[config.mk]
export PLATFORM = sky130hd
export DESIGN_NAME = cmdreg_spi_slave
export DESIGN_NICKNAME = d
export VERILOG_FILES = /design/src/rtl/cmdreg_pkg.sv /design/src/rtl/cmdreg_sync.sv /design/src/rtl/cmdreg_spi_frame.sv /design/src/rtl/cmdreg_sys_regs.sv /design/src/rtl/cmdreg_io_regs.sv /design/src/rtl/cmdreg_stream_regs.sv /design/src/rtl/cmdreg_spi_slave.sv
export SDC_FILE = /design/constraint.sdc
export NUM_CORES = 1
export LEC_CHECK = 0
export ABC_AREA = 1
export BUFFER_PORTS_ARGS = -buffer_cell sky130_fd_sc_hd__buf_2
export CAP_MARGIN = 10
export CORE_UTILIZATION = 30
export CTS_CLUSTER_SIZE = 10
export DETAILED_ROUTE_END_ITERATION = 8
export GPL_TIMING_DRIVEN = 1
export SLEW_MARGIN = 30
export SYNTH_ARGS = -nofsm -noshare
export SYNTH_HDL_FRONTEND = slang
export SYNTH_SLANG_ARGS = --single-unit
[constraint.sdc]
create_clock -name clk -period 4.95 [get_ports clk]
set_input_delay 0 -clock clk [delete_from_list [all_inputs] [get_ports clk]]
set_output_delay 0 -clock clk [all_outputs]
set_load 0.005 [all_outputs]
[src/rtl/cmdreg_pkg.sv]
package cmdreg_pkg;

    localparam int DATA_W = 8;
    localparam int IDX_W  = 5;

    typedef enum logic [1:0] {
        MOD_SYS    = 2'd0,
        MOD_IO     = 2'd1,
        MOD_STREAM = 2'd2,
        MOD_RSVD   = 2'd3
    } mod_e;

    typedef struct packed {
        logic             wr;
        mod_e             module_sel;
        logic [IDX_W-1:0] idx;
    } cmd_t;

    localparam logic [IDX_W-1:0] IDX_MODVER     = 5'd0;
    localparam logic [IDX_W-1:0] SYS_IDX_SYSVER = 5'd1;
    localparam logic [IDX_W-1:0] SYS_IDX_MANUF  = 5'd2;
    localparam logic [IDX_W-1:0] SYS_IDX_ERR    = 5'd3;
    localparam logic [IDX_W-1:0] SYS_IDX_DBG    = 5'd5;
    localparam logic [IDX_W-1:0] SYS_IDX_GAP    = 5'd6;
    localparam logic [IDX_W-1:0] IO_IDX_MODE    = 5'd1;
    localparam logic [IDX_W-1:0] IO_IDX_DIG     = 5'd2;
    localparam logic [IDX_W-1:0] IO_IDX_XDIR    = 5'd3;
    localparam logic [IDX_W-1:0] IO_IDX_XVAL    = 5'd4;
    localparam logic [IDX_W-1:0] ST_IDX_FIFO    = 5'd1;
    localparam logic [IDX_W-1:0] ST_IDX_CHAN    = 5'd2;
    localparam logic [IDX_W-1:0] ST_IDX_DIR     = 5'd3;

    localparam logic [2:0] RF_PATH_MAX = 3'd5;

    function automatic logic rf_path_legal(input logic [2:0] v);
        return v <= RF_PATH_MAX;
    endfunction

endpackage

[src/rtl/cmdreg_sync.sv]
module cmdreg_sync #(
    parameter int              WIDTH   = 3,
    parameter int              STAGES  = 2,
    parameter logic [WIDTH-1:0] RST_VAL = '0
) (
    input  logic             clk,
    input  logic             rst,
    input  logic [WIDTH-1:0] d_i,
    output logic [WIDTH-1:0] q_o
);
    logic [WIDTH-1:0] stage_q [STAGES];

    always_ff @(posedge clk) begin
        if (rst) stage_q[0] <= RST_VAL;
        else     stage_q[0] <= d_i;
    end

    for (genvar s = 1; s < STAGES; s++) begin : g_stage
        always_ff @(posedge clk) begin
            if (rst) stage_q[s] <= RST_VAL;
            else     stage_q[s] <= stage_q[s-1];
        end
    end

    assign q_o = stage_q[STAGES-1];
endmodule

[src/rtl/cmdreg_spi_frame.sv]
module cmdreg_spi_frame
    import cmdreg_pkg::*;
(
    input  logic              clk,
    input  logic              rst,
    input  logic              sclk_s,
    input  logic              cs_n_s,
    input  logic              mosi_s,
    input  logic [DATA_W-1:0] rd_data_i,
    output cmd_t              cmd_o,
    output logic              wr_o,
    output logic [DATA_W-1:0] wdata_o,
    output logic              miso_o
);
    localparam int FRAME_BITS = 2 * DATA_W;
    localparam int CNT_W      = $clog2(FRAME_BITS + 1);
    localparam logic [CNT_W-1:0] CNT_CMD_DONE = CNT_W'(DATA_W);
    localparam logic [CNT_W-1:0] CNT_FULL     = CNT_W'(FRAME_BITS);

    logic              sclk_d;
    logic              sclk_rise, sclk_fall, active;
    logic [CNT_W-1:0]  bit_cnt;
    logic [DATA_W-1:0] rx_sh, tx_sh, rx_next, wdata_q;
    cmd_t              cmd_q;
    logic              wr_q;

    assign sclk_rise = sclk_s & ~sclk_d;
    assign sclk_fall = ~sclk_s & sclk_d;
    assign active    = ~cs_n_s;
    assign rx_next   = {rx_sh[DATA_W-2:0], mosi_s};

    always_ff @(posedge clk) begin
        if (rst) begin
            sclk_d  <= 1'b0;
            bit_cnt <= '0;
            rx_sh   <= '0;
            tx_sh   <= '0;
            cmd_q   <= '0;
            wdata_q <= '0;
            wr_q    <= 1'b0;
        end else begin
            sclk_d <= sclk_s;
            wr_q   <= 1'b0;
            if (!active) begin
                bit_cnt <= '0;
                tx_sh   <= '0;
            end else begin
                if (sclk_rise && bit_cnt < CNT_FULL) begin
                    rx_sh   <= rx_next;
                    bit_cnt <= bit_cnt + 1'b1;
                    if (bit_cnt == CNT_CMD_DONE - 1'b1) cmd_q <= cmd_t'(rx_next);
                    if (bit_cnt == CNT_FULL - 1'b1) begin
                        wdata_q <= rx_next;
                        wr_q    <= cmd_q.wr;
                    end
                end
                if (sclk_fall) begin
                    if (bit_cnt == CNT_CMD_DONE)
                        tx_sh <= rd_data_i;
                    else if (bit_cnt > CNT_CMD_DONE && bit_cnt < CNT_FULL)
                        tx_sh <= {tx_sh[DATA_W-2:0], 1'b0};
                    else
                        tx_sh <= '0;
                end
            end
        end
    end

    assign cmd_o   = cmd_q;
    assign wr_o    = wr_q;
    assign wdata_o = wdata_q;
    assign miso_o  = tx_sh[DATA_W-1];

    // MISO returns to 0 once chip select is seen high
    a_r1_miso_idle: assert property (@(posedge clk) disable iff (rst)
        cs_n_s |=> !miso_o);
    // a write strobe only follows a complete 16-bit frame
    a_r4_full_frame_only: assert property (@(posedge clk) disable iff (rst)
        wr_o |-> bit_cnt == CNT_FULL);
    // at most one write strobe per frame
    a_r13_single_write: assert property (@(posedge clk) disable iff (rst)
        wr_o |=> !wr_o);
endmodule

[src/rtl/cmdreg_sys_regs.sv]
module cmdreg_sys_regs
    import cmdreg_pkg::*;
#(
    parameter logic [DATA_W-1:0] MOD_VERSION = 8'h01,
    parameter logic [DATA_W-1:0] SYS_VERSION = 8'h01,
    parameter logic [DATA_W-1:0] MANUF_ID    = 8'h01
) (
    input  logic              clk,
    input  logic              rst,
    input  logic              we_i,
    input  logic [IDX_W-1:0]  idx_i,
    input  logic [DATA_W-1:0] wdata_i,
    input  logic [DATA_W-1:0] err_status_i,
    output logic [DATA_W-1:0] rdata_o,
    output logic [2:0]        dbg_o,
    output logic [DATA_W-1:0] gap_o
);
    logic [2:0]        dbg_q;
    logic [DATA_W-1:0] gap_q;

    always_ff @(posedge clk) begin
        if (rst) begin
            dbg_q <= '0;
            gap_q <= '0;
        end else if (we_i) begin
            if (idx_i == SYS_IDX_DBG) dbg_q <= wdata_i[2:0];
            if (idx_i == SYS_IDX_GAP) gap_q <= wdata_i;
        end
    end

    always_comb begin
        unique case (idx_i)
            IDX_MODVER:     rdata_o = MOD_VERSION;
            SYS_IDX_SYSVER: rdata_o = SYS_VERSION;
            SYS_IDX_MANUF:  rdata_o = MANUF_ID;
            SYS_IDX_ERR:    rdata_o = err_status_i;
            SYS_IDX_DBG:    rdata_o = {{(DATA_W-3){1'b0}}, dbg_q};
            SYS_IDX_GAP:    rdata_o = gap_q;
            default:        rdata_o = '0;
        endcase
    end

    assign dbg_o = dbg_q;
    assign gap_o = gap_q;

    // the sample gap only moves on a write to its own index
    a_r6_gap_hold: assert property (@(posedge clk) disable iff (rst)
        !(we_i && idx_i == SYS_IDX_GAP) |=> $stable(gap_q));
    // the debug field only moves on a write to its own index
    a_r6_dbg_hold: assert property (@(posedge clk) disable iff (rst)
        !(we_i && idx_i == SYS_IDX_DBG) |=> $stable(dbg_q));
endmodule

[src/rtl/cmdreg_io_regs.sv]
module cmdreg_io_regs
    import cmdreg_pkg::*;
#(
    parameter logic [DATA_W-1:0] MOD_VERSION = 8'h01
) (
    input  logic              clk,
    input  logic              rst,
    input  logic              we_i,
    input  logic [IDX_W-1:0]  idx_i,
    input  logic [DATA_W-1:0] wdata_i,
    input  logic [3:0]        cfg_i,
    input  logic              button_i,
    output logic [DATA_W-1:0] rdata_o,
    output logic [1:0]        dbg_mode_o,
    output logic [2:0]        rf_path_o,
    output logic [1:0]        led_o,
    output logic [DATA_W-1:0] xdir_o,
    output logic [DATA_W-1:0] xval_o
);
    logic [1:0]        dbg_mode_q;
    logic [2:0]        rf_q;
    logic [1:0]        led_q;
    logic [DATA_W-1:0] xdir_q, xval_q;

    always_ff @(posedge clk) begin
        if (rst) begin
            dbg_mode_q <= '0;
            rf_q       <= '0;
            led_q      <= '0;
            xdir_q     <= '0;
            xval_q     <= '0;
        end else if (we_i) begin
            unique case (idx_i)
                IO_IDX_MODE: begin
                    dbg_mode_q <= wdata_i[1:0];
                    if (rf_path_legal(wdata_i[4:2])) rf_q <= wdata_i[4:2];
                end
                IO_IDX_DIG:  led_q  <= wdata_i[1:0];
                IO_IDX_XDIR: xdir_q <= wdata_i;
                IO_IDX_XVAL: xval_q <= wdata_i;
                default: ;
            endcase
        end
    end

    always_comb begin
        unique case (idx_i)
            IDX_MODVER:  rdata_o = MOD_VERSION;
            IO_IDX_MODE: rdata_o = {3'b000, rf_q, dbg_mode_q};
            IO_IDX_DIG:  rdata_o = {button_i, cfg_i, 1'b0, led_q};
            IO_IDX_XDIR: rdata_o = xdir_q;
            IO_IDX_XVAL: rdata_o = xval_q;
            default:     rdata_o = '0;
        endcase
    end

    assign dbg_mode_o = dbg_mode_q;
    assign rf_path_o  = rf_q;
    assign led_o      = led_q;
    assign xdir_o     = xdir_q;
    assign xval_o     = xval_q;

    // the RF path never holds an illegal code
    a_r7_rf_legal: assert property (@(posedge clk) disable iff (rst)
        rf_q <= RF_PATH_MAX);
    // the expansion value only moves on a write to its own index
    a_r9_xval_hold: assert property (@(posedge clk) disable iff (rst)
        !(we_i && idx_i == IO_IDX_XVAL) |=> $stable(xval_q));
    // the LEDs only move on a write to the digital register
    a_r8_led_hold: assert property (@(posedge clk) disable iff (rst)
        !(we_i && idx_i == IO_IDX_DIG) |=> $stable(led_q));
endmodule

[src/rtl/cmdreg_stream_regs.sv]
module cmdreg_stream_regs
    import cmdreg_pkg::*;
#(
    parameter logic [DATA_W-1:0] MOD_VERSION = 8'h01
) (
    input  logic              clk,
    input  logic              rst,
    input  logic              we_i,
    input  logic [IDX_W-1:0]  idx_i,
    input  logic              wbit0_i,
    input  logic [DATA_W-1:0] fifo_status_i,
    output logic [DATA_W-1:0] rdata_o,
    output logic              chan_o,
    output logic              dir_o
);
    logic chan_q, dir_q;

    always_ff @(posedge clk) begin
        if (rst) begin
            chan_q <= 1'b0;
            dir_q  <= 1'b0;
        end else if (we_i) begin
            if (idx_i == ST_IDX_CHAN) chan_q <= wbit0_i;
            if (idx_i == ST_IDX_DIR)  dir_q  <= wbit0_i;
        end
    end

    always_comb begin
        unique case (idx_i)
            IDX_MODVER:  rdata_o = MOD_VERSION;
            ST_IDX_FIFO: rdata_o = fifo_status_i;
            ST_IDX_CHAN: rdata_o = {{(DATA_W-1){1'b0}}, chan_q};
            ST_IDX_DIR:  rdata_o = {{(DATA_W-1){1'b0}}, dir_q};
            default:     rdata_o = '0;
        endcase
    end

    assign chan_o = chan_q;
    assign dir_o  = dir_q;

    // channel select only moves on a write to its own index
    a_r10_chan_hold: assert property (@(posedge clk) disable iff (rst)
        !(we_i && idx_i == ST_IDX_CHAN) |=> $stable(chan_q));
endmodule

[src/rtl/cmdreg_spi_slave.sv]
module cmdreg_spi_slave
    import cmdreg_pkg::*;
#(
    parameter int         SYNC_STAGES = 2,
    parameter logic [7:0] SYS_MOD_VER = 8'h01,
    parameter logic [7:0] SYS_VERSION = 8'h01,
    parameter logic [7:0] MANUF_ID    = 8'h1E,
    parameter logic [7:0] IO_MOD_VER  = 8'h01,
    parameter logic [7:0] STR_MOD_VER = 8'h01
) (
    input  logic       clk,
    input  logic       rst,
    input  logic       spi_sclk,
    input  logic       spi_cs_n,
    input  logic       spi_mosi,
    output logic       spi_miso,
    input  logic [7:0] err_status_i,
    output logic       dbg_fifo_push_o,
    output logic       dbg_fifo_pull_o,
    output logic       dbg_stream_o,
    output logic [7:0] tx_gap_o,
    output logic [1:0] io_dbg_mode_o,
    output logic [2:0] rf_path_o,
    output logic [1:0] led_o,
    input  logic [3:0] cfg_i,
    input  logic       button_i,
    output logic [7:0] exp_dir_o,
    output logic [7:0] exp_val_o,
    input  logic [7:0] fifo_status_i,
    output logic       chan_sel_o,
    output logic       dir_sel_o
);
    logic [2:0]        pins_s;
    cmd_t              cmd;
    logic              wr;
    logic [DATA_W-1:0] wdata, rd_mux;
    logic [DATA_W-1:0] rd_sys, rd_io, rd_str;
    logic [2:0]        sys_dbg;

    // pin order: {sclk, cs_n, mosi}; chip select resets inactive (high)
    cmdreg_sync #(.WIDTH(3), .STAGES(SYNC_STAGES), .RST_VAL(3'b010)) u_sync (
        .clk (clk),
        .rst (rst),
        .d_i ({spi_sclk, spi_cs_n, spi_mosi}),
        .q_o (pins_s)
    );

    cmdreg_spi_frame u_frame (
        .clk       (clk),
        .rst       (rst),
        .sclk_s    (pins_s[2]),
        .cs_n_s    (pins_s[1]),
        .mosi_s    (pins_s[0]),
        .rd_data_i (rd_mux),
        .cmd_o     (cmd),
        .wr_o      (wr),
        .wdata_o   (wdata),
        .miso_o    (spi_miso)
    );

    cmdreg_sys_regs #(
        .MOD_VERSION (SYS_MOD_VER),
        .SYS_VERSION (SYS_VERSION),
        .MANUF_ID    (MANUF_ID)
    ) u_sys (
        .clk          (clk),
        .rst          (rst),
        .we_i         (wr && cmd.module_sel == MOD_SYS),
        .idx_i        (cmd.idx),
        .wdata_i      (wdata),
        .err_status_i (err_status_i),
        .rdata_o      (rd_sys),
        .dbg_o        (sys_dbg),
        .gap_o        (tx_gap_o)
    );

    cmdreg_io_regs #(.MOD_VERSION(IO_MOD_VER)) u_io (
        .clk        (clk),
        .rst        (rst),
        .we_i       (wr && cmd.module_sel == MOD_IO),
        .idx_i      (cmd.idx),
        .wdata_i    (wdata),
        .cfg_i      (cfg_i),
        .button_i   (button_i),
        .rdata_o    (rd_io),
        .dbg_mode_o (io_dbg_mode_o),
        .rf_path_o  (rf_path_o),
        .led_o      (led_o),
        .xdir_o     (exp_dir_o),
        .xval_o     (exp_val_o)
    );

    cmdreg_stream_regs #(.MOD_VERSION(STR_MOD_VER)) u_stream (
        .clk           (clk),
        .rst           (rst),
        .we_i          (wr && cmd.module_sel == MOD_STREAM),
        .idx_i         (cmd.idx),
        .wbit0_i       (wdata[0]),
        .fifo_status_i (fifo_status_i),
        .rdata_o       (rd_str),
        .chan_o        (chan_sel_o),
        .dir_o         (dir_sel_o)
    );

    always_comb begin
        unique case (cmd.module_sel)
            MOD_SYS:    rd_mux = rd_sys;
            MOD_IO:     rd_mux = rd_io;
            MOD_STREAM: rd_mux = rd_str;
            default:    rd_mux = '0;
        endcase
    end

    assign dbg_fifo_push_o = sys_dbg[0];
    assign dbg_fifo_pull_o = sys_dbg[1];
    assign dbg_stream_o    = sys_dbg[2];

    // a reserved-module frame never feeds data to MISO
    a_r11_rsvd_zero: assert property (@(posedge clk) disable iff (rst)
        cmd.module_sel == MOD_RSVD |-> rd_mux == '0);
endmodule

==> flow_metrics.tcl <==
set metrics [dict create \
    postRouteAntennaNets 0 \
    start_util_pct 31.21 \
    cp_slowest_cell "nor2_1" \
    stdcell_area_um2 4348 \
    drt_wl_total_mm 10.46 \
    path_max_fanout 12 \
    slew_headroom_pct 47.46 \
    seq_area_frac_synth_pct 44.18 \
    placed_area_um2 4021 \
    tns_ns 0 \
    seqCellArea_um2 1602 \
    drc 9 \
    critPathCaptureType "flop" \
    clk_latency_ns 0.34 \
    drive_gt1_share_pct 16.46 \
    grt_pass1_wl_mm 16.61 \
    synth.avg_cell_area_um2 7.066 \
    irDropWorstVdd_mv 0.1538 \
    rsz0062_at_grt "false" \
    setup_viol 0 \
    ys_ff_latch 80 \
    drv_slew 0 \
    slowest_delay_ns 0.59 \
    h-tree-depth 3 \
    clkTransAtPathRegs_ns 0.07 \
    drtPass1Iterations 7 \
    grt_max_degree 49 \
    rows 39 \
    core_um2 11610 \
    critPathLaunchType "flop" \
    hold_class "input port to flop" \
    post-dp-hpwl_mm 7.913 \
    area_growth_pct 19.95 \
    p_per_area_nw_per_um2 310.9 \
    grt_usage_pct 17.12 \
    place_congestion 0.8700 \
    crit_arrival_ns 2.47 \
    power.total_mw 1.352 \
    cts_tree "yes" \
    critical_path_class "flop to flop" \
    avgRoutedWirePerCell_um 14.53 \
    root_buffer "clkbuf_16" \
    fmax_mhz 447.9 \
    cts-buffers-inserted 9 \
    cpMostUsedCell "nor2_1" \
    clk_path_buf_depth 2 \
    ios 63 \
    antenna_cells 0 \
    fin_hold_ws_ns 0.04525 \
    port_buffers 62 \
    die_h_um 111.9 \
    leakagePower_nw 1.915 \
    hold_viol 0 \
    syn-instance-count 513 \
    fillers 1223 \
    required_ns 5.19 \
    yosys_warnings 0 \
    cts.sinks 80 \
    drv_cap 0 \
    die_w_um 111.9 \
    fin_nets 601 \
    fp.dieArea_um2 12530 \
    multi_input_area_um2 1702 \
    antenna_found_initial 0 \
    grt_pass1_vias 3227 \
    yosys.cell_types.count 34 \
    cts_setup_buffers 0 \
    min_period_over_period_pct 45.10 \
    drtIter0Drc 203 \
    hold_buffers 3 \
    violations "DRC" \
    clock-skew-final_ns 0.009412 \
    synth_fp_nets 542 \
    cts_resized 0 \
    num_vias 3548 \
    netlist_area_um2 3625 \
    routed_via_density 4.928 \
    tightest_slew_ns 0.7853 \
    grt-ovfl-total 0 \
    worstPathCellList "inv_1 -> nor2_1 -> nand2_1 -> nor2_1 -> inv_1 -> nor2_1 -> nor2_1" \
    status "finished with violations" \
    period_needed_ns 2.233 \
]
[metrics by stage]
| step | worst slack [ns] | std cells | util, % |
|---|---|---|---|
| finish | 2.717 | 720 | 37.44 |
| global route | 2.353 | 720 | 37.44 |
| CTS | 2.755 | 720 | 37.44 |
| detailed placement | 2.762 | 701 | 34.63 |
| global placement | 2.783 | 701 | 34.63 |
| floorplan | 3.329 | 513 | - |
[path summary, 6_finish.rpt]
path	startpoint	endpoint	slack [ns]	depth (start not counted)
max	u_frame.cmd_o[5]	u_io.xdir_o[7]	2.72	7
min reg2reg	u_sync.stage_q[0][2]	u_sync.stage_q[1][2]	0.40	2
max reg2reg	u_frame.cmd_o[5]	u_io.xdir_o[7]	2.72	7
min	fifo_status_i[6]	u_frame.tx_sh[6]	0.05	5
[Yosys cell counts, drive strengths merged]
master	n	area share, %
a21boi	2	0.41
o21ai	71	10
nor4	2	0.35
inv	60	6.2
nor2	81	9.3
a31oi	2	0.35
nand2	94	9.7
or2	3	0.52
nor3	5	1.3
a21oi	44	6.2
ha	3	1.0
clkbuf	9	0.93
a221oi	1	0.24
buf	8	1.6
clkinv	1	0.10
dfxtp	80	44
nand3	34	5.0
o21a	1	0.21
a211oi	7	1.4
nand4	5	0.86
[power by group]
part           total (mW)  switching (mW)  internal [mW]
clock               0.668           0.276          0.393
sequential          0.649         0.00159          0.647
combinational      0.0349          0.0208         0.0142
total                1.35           0.298           1.05
[cell usage in the layout (no fill, tap or decap), drive strengths merged]
cell / netlist / final
dlygate4sd3: 0 / 3
nor4: 2 / 2
nor2: 81 / 81
a21oi: 44 / 44
a21boi: 2 / 2
nand4: 5 / 5
clkinvlp: 0 / 2
inv: 60 / 61
a221oi: 1 / 1
o21a: 1 / 1
dfxtp: 80 / 80
or2: 3 / 3
ha: 3 / 3
a31oi: 2 / 2
o21ai: 71 / 71
nor3: 5 / 5
bufinv: 0 / 1
buf: 8 / 62
a211oi: 7 / 7
clkbuf: 9 / 10
clkinv: 1 / 3
nand2: 94 / 94
nand3: 34 / 34
[routing by layer]
layer  GRT usage, %  part of all wire, %  vias to the layer above
met2          28.65                   48                      105
li1               -                    -                     1798
met1          21.52                   44                     1631
met3          3.702                  6.2                       14
met4          6.396                  1.8                        0
met5              0                    0                        -
[flip-flops by register name, summed over array words and instances (netlist names)]
signal           count
u_frame.sclk_d       1
u_io.xdir_o          8
u_io.led_o           2
u_frame.rx_sh        7
u_sys.dbg_o          3
u_sync.stage_q       6
u_frame.wdata_o      8
u_frame.bit_cnt      5
u_frame.tx_sh        8
u_stream.chan_o      1
u_frame.wr_o         1
u_stream.dir_o       1
u_io.rf_path_o       3
u_frame.cmd_o        8
u_sys.gap_o          8
u_io.dbg_mode_o      2
u_io.xval_o          8
[cells by family after synthesis]
| group | synth area share, % |
|---|---|
| flip-flops | 44.18 |
| adder cells (fa/ha/maj) | 1.036 |
| AND/OR/NAND/NOR | 27.06 |
| buffers and inverters | 8.871 |
| AO/OA/AOI/OAI | 18.85 |
[worst max-delay path, delay by kind of cell (launching register included)]
kind	cells	cell delay, ns
DFF	1	0.35
buffers and inverters	2	0.27
and+or+nand+nor	5	1.50
[layout make-up]
class | instances | share of cell area, %
Timing Repair Buffer | 65 | 7.827
Inverter | 61 | 5.266
Multi-Input combinational cell | 355 | 39.14
Tap cell | 143 | 4.115
Sequential cell | 80 | 36.83
Clock inverter | 6 | 1.554
Clock buffer | 10 | 5.266
Note: power is estimated with default switching activity, not from simulation.
